`config.mk`:
```
export PLATFORM = sky130hd
export DESIGN_NAME = ebr_unit
export DESIGN_NICKNAME = d
export VERILOG_FILES = /design/src/rtl/ebr_pkg.sv /design/src/rtl/ebr_target_add.sv /design/src/rtl/ebr_eq_cmp.sv /design/src/rtl/ebr_policy.sv /design/src/rtl/ebr_unit.sv
export SDC_FILE = /design/constraint.sdc
export NUM_CORES = 1
export LEC_CHECK = 0
export BUFFER_PORTS_ARGS = -buffer_cell sky130_fd_sc_hd__buf_2
export CORE_ASPECT_RATIO = 0.9
export CORE_MARGIN = 2
export CORE_UTILIZATION = 25
export CTS_BUF_LIST = sky130_fd_sc_hd__clkbuf_16
export DETAILED_ROUTE_END_ITERATION = 6
export PLACE_DENSITY = 0.63
export SLEW_MARGIN = 20
export SYNTH_ARGS = -nofsm -noshare
export SYNTH_HDL_FRONTEND = slang
export SYNTH_HIERARCHICAL = 1
export SYNTH_SLANG_ARGS = --single-unit
```
`constraint.sdc`:
```
create_clock -name clk -period 4.5 [get_ports clk]
set_clock_uncertainty 0.1 [all_clocks]
set_input_delay 0.9 -clock clk [delete_from_list [all_inputs] [get_ports clk]]
set_output_delay 0.9 -clock clk [all_outputs]
set_load 0.01 [all_outputs]
```
`src/rtl/ebr_pkg.sv`:
```
package ebr_pkg;

   localparam int unsigned OPC_W = 6;
   localparam logic [OPC_W-1:0] OPC_BRANCH_EQ = 6'b000100;

   typedef enum logic {
      POL_BUBBLE = 1'b0,
      POL_SLOT   = 1'b1
   } br_policy_e;

   // Comparator implementation variants
   localparam int unsigned CMP_MAGNITUDE = 0;
   localparam int unsigned CMP_XOR_TREE  = 1;

endpackage

```
`src/rtl/ebr_target_add.sv`:
```
module ebr_target_add #(
   parameter int unsigned XLEN     = 32,
   parameter int unsigned OFFSET_W = 16,
   parameter int unsigned SHIFT    = 2
) (
   input  logic [XLEN-1:0]     pc4_i,
   input  logic [OFFSET_W-1:0] offset_i,
   output logic [XLEN-1:0]     target_o
);

   localparam int unsigned EXT_W = XLEN - OFFSET_W - SHIFT;

   initial begin
      assert (XLEN > OFFSET_W + SHIFT)
         else $fatal(1, "ebr_target_add: offset plus shift must fit inside XLEN");
   end

   logic [XLEN-1:0] disp;

   generate
      if (SHIFT == 0) begin : g_noshift
         assign disp = {{EXT_W{offset_i[OFFSET_W-1]}}, offset_i};
      end else begin : g_shift
         assign disp = {{EXT_W{offset_i[OFFSET_W-1]}}, offset_i, {SHIFT{1'b0}}};
      end
   endgenerate

   assign target_o = pc4_i + disp;

endmodule

```
`src/rtl/ebr_eq_cmp.sv`:
```
module ebr_eq_cmp
   import ebr_pkg::*;
#(
   parameter int unsigned WIDTH = 32,
   parameter int unsigned STYLE = CMP_XOR_TREE
) (
   input  logic [WIDTH-1:0] a_i,
   input  logic [WIDTH-1:0] b_i,
   output logic             eq_o
);

   initial begin
      assert (STYLE == CMP_MAGNITUDE || STYLE == CMP_XOR_TREE)
         else $fatal(1, "ebr_eq_cmp: unknown STYLE");
      assert (WIDTH > 0) else $fatal(1, "ebr_eq_cmp: WIDTH must be non-zero");
   end

   generate
      if (STYLE == CMP_XOR_TREE) begin : g_xor
         logic [WIDTH-1:0] diff;
         for (genvar i = 0; i < WIDTH; i++) begin : g_bit
            assign diff[i] = a_i[i] ^ b_i[i];
         end
         assign eq_o = ~|diff;
      end else begin : g_mag
         assign eq_o = (a_i == b_i);
      end
   endgenerate

endmodule

```
`src/rtl/ebr_policy.sv`:
```
module ebr_policy
   import ebr_pkg::*;
#(
   parameter int unsigned XLEN = 32
) (
   input  logic            clk,
   input  logic            rst_n,
   input  logic            slot_mode_i,
   input  logic            is_branch_i,
   input  logic            taken_i,
   input  logic [XLEN-1:0] target_i,
   input  logic [XLEN-1:0] id_pc4_i,
   input  logic [XLEN-1:0] fetch_pc4_i,
   output logic            redirect_o,
   output logic [XLEN-1:0] next_pc_o,
   output logic            flush_o
);

   br_policy_e policy_q;

   // Policy is loaded on every edge while reset is held, then frozen
   always_ff @(posedge clk) begin
      if (!rst_n) begin
         policy_q <= slot_mode_i ? POL_SLOT : POL_BUBBLE;
      end
   end

   always_comb begin
      redirect_o = 1'b0;
      flush_o    = 1'b0;
      next_pc_o  = fetch_pc4_i;
      if (rst_n && is_branch_i) begin
         if (policy_q == POL_SLOT) begin
            redirect_o = taken_i;
            if (taken_i) next_pc_o = target_i;
         end else begin
            redirect_o = 1'b1;
            flush_o    = 1'b1;
            next_pc_o  = taken_i ? target_i : id_pc4_i;
         end
      end
   end

   // policy does not move once reset has been released
   a_r9_policy_frozen: assert property (@(posedge clk) disable iff (!rst_n)
      (rst_n && $past(rst_n)) |-> $stable(policy_q));

   // bubble policy always flushes and redirects on a branch
   a_r6_bubble_flush: assert property (@(posedge clk) disable iff (!rst_n)
      (is_branch_i && policy_q == POL_BUBBLE) |-> (flush_o && redirect_o));

   // not-taken branch under bubble policy refetches the following word
   a_r7_refetch: assert property (@(posedge clk) disable iff (!rst_n)
      (is_branch_i && !taken_i && policy_q == POL_BUBBLE) |-> (next_pc_o == id_pc4_i));

   // slot policy never flushes, taken branch goes to target
   a_r4_slot_taken: assert property (@(posedge clk) disable iff (!rst_n)
      (is_branch_i && taken_i && policy_q == POL_SLOT) |-> (!flush_o && next_pc_o == target_i));

   // slot policy, not taken: sequential flow untouched
   a_r5_slot_fallthru: assert property (@(posedge clk) disable iff (!rst_n)
      (is_branch_i && !taken_i && policy_q == POL_SLOT)
         |-> (!flush_o && !redirect_o && next_pc_o == fetch_pc4_i));

endmodule

```
`src/rtl/ebr_unit.sv`:
```
module ebr_unit
   import ebr_pkg::*;
#(
   parameter int unsigned XLEN      = 32,
   parameter int unsigned REG_W     = 5,
   parameter int unsigned OFFSET_W  = 16,
   parameter int unsigned SHIFT     = 2,
   parameter int unsigned CMP_STYLE = CMP_XOR_TREE
) (
   input  logic            clk,
   input  logic            rst_n,
   input  logic            slot_mode_i,
   input  logic [XLEN-1:0] id_pc_plus4_i,
   input  logic [XLEN-1:0] id_instr_i,
   input  logic [XLEN-1:0] rs_val_i,
   input  logic [XLEN-1:0] rt_val_i,
   input  logic [XLEN-1:0] fetch_pc_plus4_i,
   output logic            br_taken_o,
   output logic [XLEN-1:0] br_target_o,
   output logic            pc_redirect_o,
   output logic [XLEN-1:0] next_pc_o,
   output logic            ifid_flush_o
);

   localparam int unsigned OPC_LSB = XLEN - OPC_W;
   localparam int unsigned RS_LSB  = OPC_LSB - REG_W;
   localparam int unsigned RT_LSB  = RS_LSB - REG_W;

   initial begin
      assert (RT_LSB >= OFFSET_W)
         else $fatal(1, "ebr_unit: opcode, register and offset fields overlap");
   end

   logic [OPC_W-1:0]    opcode;
   logic [OFFSET_W-1:0] offset;
   logic                is_branch;
   logic                ops_equal;

   assign opcode    = id_instr_i[XLEN-1:OPC_LSB];
   assign offset    = id_instr_i[OFFSET_W-1:0];
   assign is_branch = (opcode == OPC_BRANCH_EQ);

   ebr_target_add #(
      .XLEN(XLEN), .OFFSET_W(OFFSET_W), .SHIFT(SHIFT)
   ) u_add (
      .pc4_i(id_pc_plus4_i), .offset_i(offset), .target_o(br_target_o)
   );

   ebr_eq_cmp #(
      .WIDTH(XLEN), .STYLE(CMP_STYLE)
   ) u_cmp (
      .a_i(rs_val_i), .b_i(rt_val_i), .eq_o(ops_equal)
   );

   assign br_taken_o = is_branch & ops_equal;

   ebr_policy #(
      .XLEN(XLEN)
   ) u_pol (
      .clk(clk), .rst_n(rst_n), .slot_mode_i(slot_mode_i),
      .is_branch_i(is_branch), .taken_i(br_taken_o), .target_i(br_target_o),
      .id_pc4_i(id_pc_plus4_i), .fetch_pc4_i(fetch_pc_plus4_i),
      .redirect_o(pc_redirect_o), .next_pc_o(next_pc_o), .flush_o(ifid_flush_o)
   );

   // non-branch words leave the fetch path alone
   a_r1_nonbranch_quiet: assert property (@(posedge clk) disable iff (!rst_n)
      (id_instr_i[XLEN-1:OPC_LSB] != OPC_BRANCH_EQ)
         |-> (!pc_redirect_o && !ifid_flush_o && !br_taken_o && next_pc_o == fetch_pc_plus4_i));

   // a taken decision implies equal operands
   a_r3_taken_equal: assert property (@(posedge clk) disable iff (!rst_n)
      br_taken_o |-> (rs_val_i == rt_val_i));

   // a redirect to anywhere but the sequential address is the target
   a_r2_redirect_target: assert property (@(posedge clk) disable iff (!rst_n)
      (pc_redirect_o && br_taken_o) |-> (next_pc_o == br_target_o));

endmodule

```
After elaboration in Yosys (flattened, before gate mapping)
Index checks and enable logic that the tools add are counted.
- flip-flop bits (word level): 1
- input port bits: 163
- logic and storage cells: 48
- output and inout port bits: 67
- equality and inequality tests: 1
- bitwise operators: 33
- muxes and demuxes: 9
- $add $sub $neg: 1
- reductions and logical operators: 3
- operators with widths (operator ; number):
    two-way mux 32 bit ; 4
    adder 32 bit ; 1
    OR reduction 32 bit ; 1
    bitwise XOR 1 bit ; 32
    == test 6 x 3 -> 1 bit, second input constant ; 1
    two-way mux 1 bit ; 5
    bitwise AND 1 bit ; 1
    logical AND 1 bit ; 1
    zero test 1 bit ; 1

Depth between registers and ports, before layout
- word-level depth: 7
- gate-level depth with buffers: 12
- mapped depth without buffers: 12

Modules after synthesis
The synthesis kept the hierarchy.
- modules (own cells, without submodules) (module ; cells each ; sequential area each (µm²) ; instances ; area an instance (µm²)):
    ebr_target_add ; 225 ; 0.0 ; 1 ; 1615.3
    ebr_policy ; 83 ; 30.0 ; 1 ; 720.7
    ebr_eq_cmp ; 43 ; 0.0 ; 1 ; 346.6
    ebr_unit ; 4 ; 0.0 ; 1 ; 35.0

Worst setup path before layout
OpenSTA, ideal clock, no wires.
- path kind: input -> output
- from: input id_pc_plus4_i[2]
- to: output next_pc_o[24]
- stages on the path: 10
- required time: 3.500 ns
- slack: 0.265 ns
- data arrival time: 3.235 ns
- path through: ha_1 inv_1 fa_1 nand2b_1 a211o_1 a211o_1 a211o_1 o31ai_2 xor2_1 o221a_2
- word-level cells in the longest chain between the ends: 4
- elaborated cells on any way between the ends: 5
- classes of those cells: 1 x add/sub; 4 x mux
- ends and longest elaborated chain (what ; line ; text):
    start, declared ; ebr_unit.sv:13 ; input logic [XLEN-1:0] id_pc_plus4_i,
    adder 32 bit * ; ebr_target_add.sv:28 ; assign target_o = pc4_i + disp;
    named net br_target_o[24] ; ebr_unit.sv:19 ; output logic [XLEN-1:0] br_target_o,
    two-way mux 32 bit (on tied branches) ; ebr_policy.sv:39, ebr_policy.sv:35 ;
    two-way mux 32 bit * ; ebr_policy.sv:33 ; if (policy_q == POL_SLOT) begin
    two-way mux 32 bit * ; ebr_policy.sv:32 ; if (rst_n && is_branch_i) begin
    end, declared ; ebr_unit.sv:21 ; output logic [XLEN-1:0] next_pc_o,
The timed path passes the listed nets; every way through them passes the cells marked *.

Worst setup path in the final report
- from: input id_instr_i[0]
- to: output next_pc_o[20]
- word-level cells in the longest chain between the ends: 4
- elaborated cells on any way between the ends: 5
- classes of those cells: 1 x add/sub; 4 x mux
- ends and longest elaborated chain (what ; line ; text):
    start, declared ; ebr_unit.sv:14 ; input logic [XLEN-1:0] id_instr_i,
    adder 32 bit * ; ebr_target_add.sv:28 ;
    two-way mux 32 bit (on tied branches) ; ebr_policy.sv:39, ebr_policy.sv:35 ;
    two-way mux 32 bit * ; ebr_policy.sv:33 ;
    two-way mux 32 bit * ; ebr_policy.sv:32 ;
Every way passes the cells marked *; elsewhere a longest branch is shown, timed or not.

==> out/qor.yml <==
drtIter0Drc: 176
design_area_mm2: 0.00406
startpoint_type: "primary input"
postPlaceCellArea_mm2: 0.00396
synthTopCellsByCount: "xor2_1 (41), nand2b_1 (31), ha_1 (29)"
cp_data_arrival_time_ns: 3.35
max_stage_delay_ns: 0.35
synth_nets: 548
fin_crit_sh: 0.967
slowest_stage: "fa_2"
power_density_mw_per_mm2: 134
fmax_ghz: 0.230
drv_slew: 0
leakagePower_nw: 1.99
top_layer_used: "met4"
maxCapViolations: 0
finalSetupViolations: 0
path_clk_slew_ns: 0
hold_viol: 0
slew_headroom: 0.683
regMostFlops: "u_pol/policy_q"
yosys_warnings: 6
cp_max_fo: 3
synth_top_area_frac: 0.134
antenna_left: 0
fin_cells: 705
wl_met3_um: 453
critPathCaptureType: "output port"
synthTopCellsByArea: "ha_1 (13%), xor2_1 (13%), o221a_2 (12%), nand2b_1 (7.1%), xnor2_1 (6.1%)"
drt_first_pass_iters: 4
worstSetupPathType: "in -> out"
post_synth_num_cell_types: 55
wl_per_cell_um: 14.3
grt_pass1_wl_um: 16000
tightest_slew_ns: 0.476
crit_required_ns: 3.50
routed_wl_um: 10100
gp_congestion: 0.893
synth_flop_cell: "edfxtp_1"
grt_use_total: 0.162
diodes: 0
run_status: "finished clean"
fin_ws_ns: 0.148
grt_pass1_vias: 3362
critPathBufInv: 3
routed-wl-met2_um: 5020
synth_top_area_cell: "ha_1"
nets: 767
start_util: 0.254
antenna_found_initial: 0
fillerInstances: 1134
drive_gt1_frac: 0.507
top_regs: "u_pol/policy_q (1)"
overflow: 0
synth_most_common_cell: "xor2_1"
dp_hpwl_um: 8770
ys_ff_latch: 1
ir_worst_vdd_mv: 0.0558
finalPower_mw: 0.543
coreArea_mm2: 0.0107
postCtsHoldBufs: 0
dp_cells: 702
drc: 0
drt-vias-per-instance: 5.01
design.portCount: 230
io_buffers: 219
area_delta_synth_final_pct: 49.4
grt_max_degree: 33
met1Wirelength_um: 4530
cp_cell_sequence: "buf_6, ha_4, inv_2, fa_2, nand2b_4, a211o_1, a211o_1, a211o_1, nand2_1, a31oi_1, xnor2_1, o221a_2, buf_2"
dieArea_mm2: 0.0117
largest_reg_flops: 1
pre_cts_ws_ns: 0.0151
row_count: 36
post-route-util: 0.379
synth-seq-area-share: 0.0110
crit_top_cell: "a211o_1"
synth_edf_count: 1
timing.final.crit_period_ns: 4.35
critical-path-top-delay-family: "compound AO/OA/AOI/OAI gates"
synthArstFlopShare: 0
syn_area_mm2: 0.00272
vias: 3529
postSynthCellCount: 355
die_h_um: 103
min-delay-path-class: "in -> reg"
die_x_um: 114
avgSynthCellArea_um2: 7.66
==> metal layers <==
metal | GRT usage | vias to the layer above
li1 | - | 1771
met1 | 0.213 | 1641
met2 | 0.303 | 110
met3 | 0.00941 | 7
met4 | 0.0178 | 0
met5 | 0 | -
==> worst paths after layout <==
path / to / from / slack (ns) / cells past startpoint
hold / removal: u_pol/policy_q / slot_mode_i / 0.98 / 1
setup / recovery: next_pc_o[20] / id_instr_i[0] / 0.15 / 13
==> placed cells by master, fill, tap and decap left out, types with 2 or more instances in the layout <==
master and n:
a2111oi_0 2, a211o_1 3, a21o_1 13, a21oi_1 27
a21oi_4 3, a31oi_1 2, and3_1 3, buf_2 216
buf_4 16, buf_6 3, ha_1 26, ha_2 2
inv_1 13, nand2_1 21, nand2b_1 30, nand2b_2 3
nand3_1 6, nand3b_1 3, nand4_1 7, nor2_1 15
nor3_1 2, nor3b_2 2, nor4_1 9, o21a_1 5
o21ai_0 14, o21ai_1 2, o21bai_1 2, o221a_1 3
o221a_2 28, o221ai_1 2, o31ai_2 2, or2_2 2
xnor2_1 19, xor2_1 41
==> cell type report <==
cell class / count / area [um^2] / area share
Inverter: 14 / 52.6 / 0.0129
Multi-Input combinational cell: 322 / 2580 / 0.635
Sequential cell: 1 / 30.0 / 0.00740
Tap cell: 133 / 166 / 0.0410
Timing Repair Buffer: 235 / 1230 / 0.304
==> logic make-up (layout without fill, tap and decap cells) <==
kind of cell	after synthesis	in the layout	synth area share
AO/OA/AOI/OAI	119	119	0.354
XOR/XNOR	60	60	0.193
adder cells (fa/ha/maj)	30	30	0.141
buffers and inverters	32	249	0.0612
flip-flops	1	1	0.0111
AND/OR/NAND/NOR	113	113	0.240
==> through the flow <==
step,setup TNS (ns),hold slack [ns]
floorplan,0,0.899
global placement,0,0.980
detailed placement,0,0.986
CTS,0,0.986
global route,-0.000353,0.992
finish,0,0.983
==> power by group <==
| group | total [mW] | internal (mW) | leakage, nW | switching (mW) |
|---|---|---|---|---|
| logic | 0.531 | 0.251 | 1.98 | 0.280 |
| registers | 0.0122 | 0.0113 | 0.00979 | 0.000841 |
| clock network | 0 | 0 | 0 | 0 |
| total | 0.543 | 0.262 | 1.99 | 0.281 |
==> repair_timing <==
action                                  in CTS  in global routing
gates resized for setup                      8                  7
endpoints found under the setup margin       1                  8
hold endpoints to repair                     0                  0
pin swaps                                    8                  7
buffers inserted                             2                  1
(Power assumes the default switching activity.)
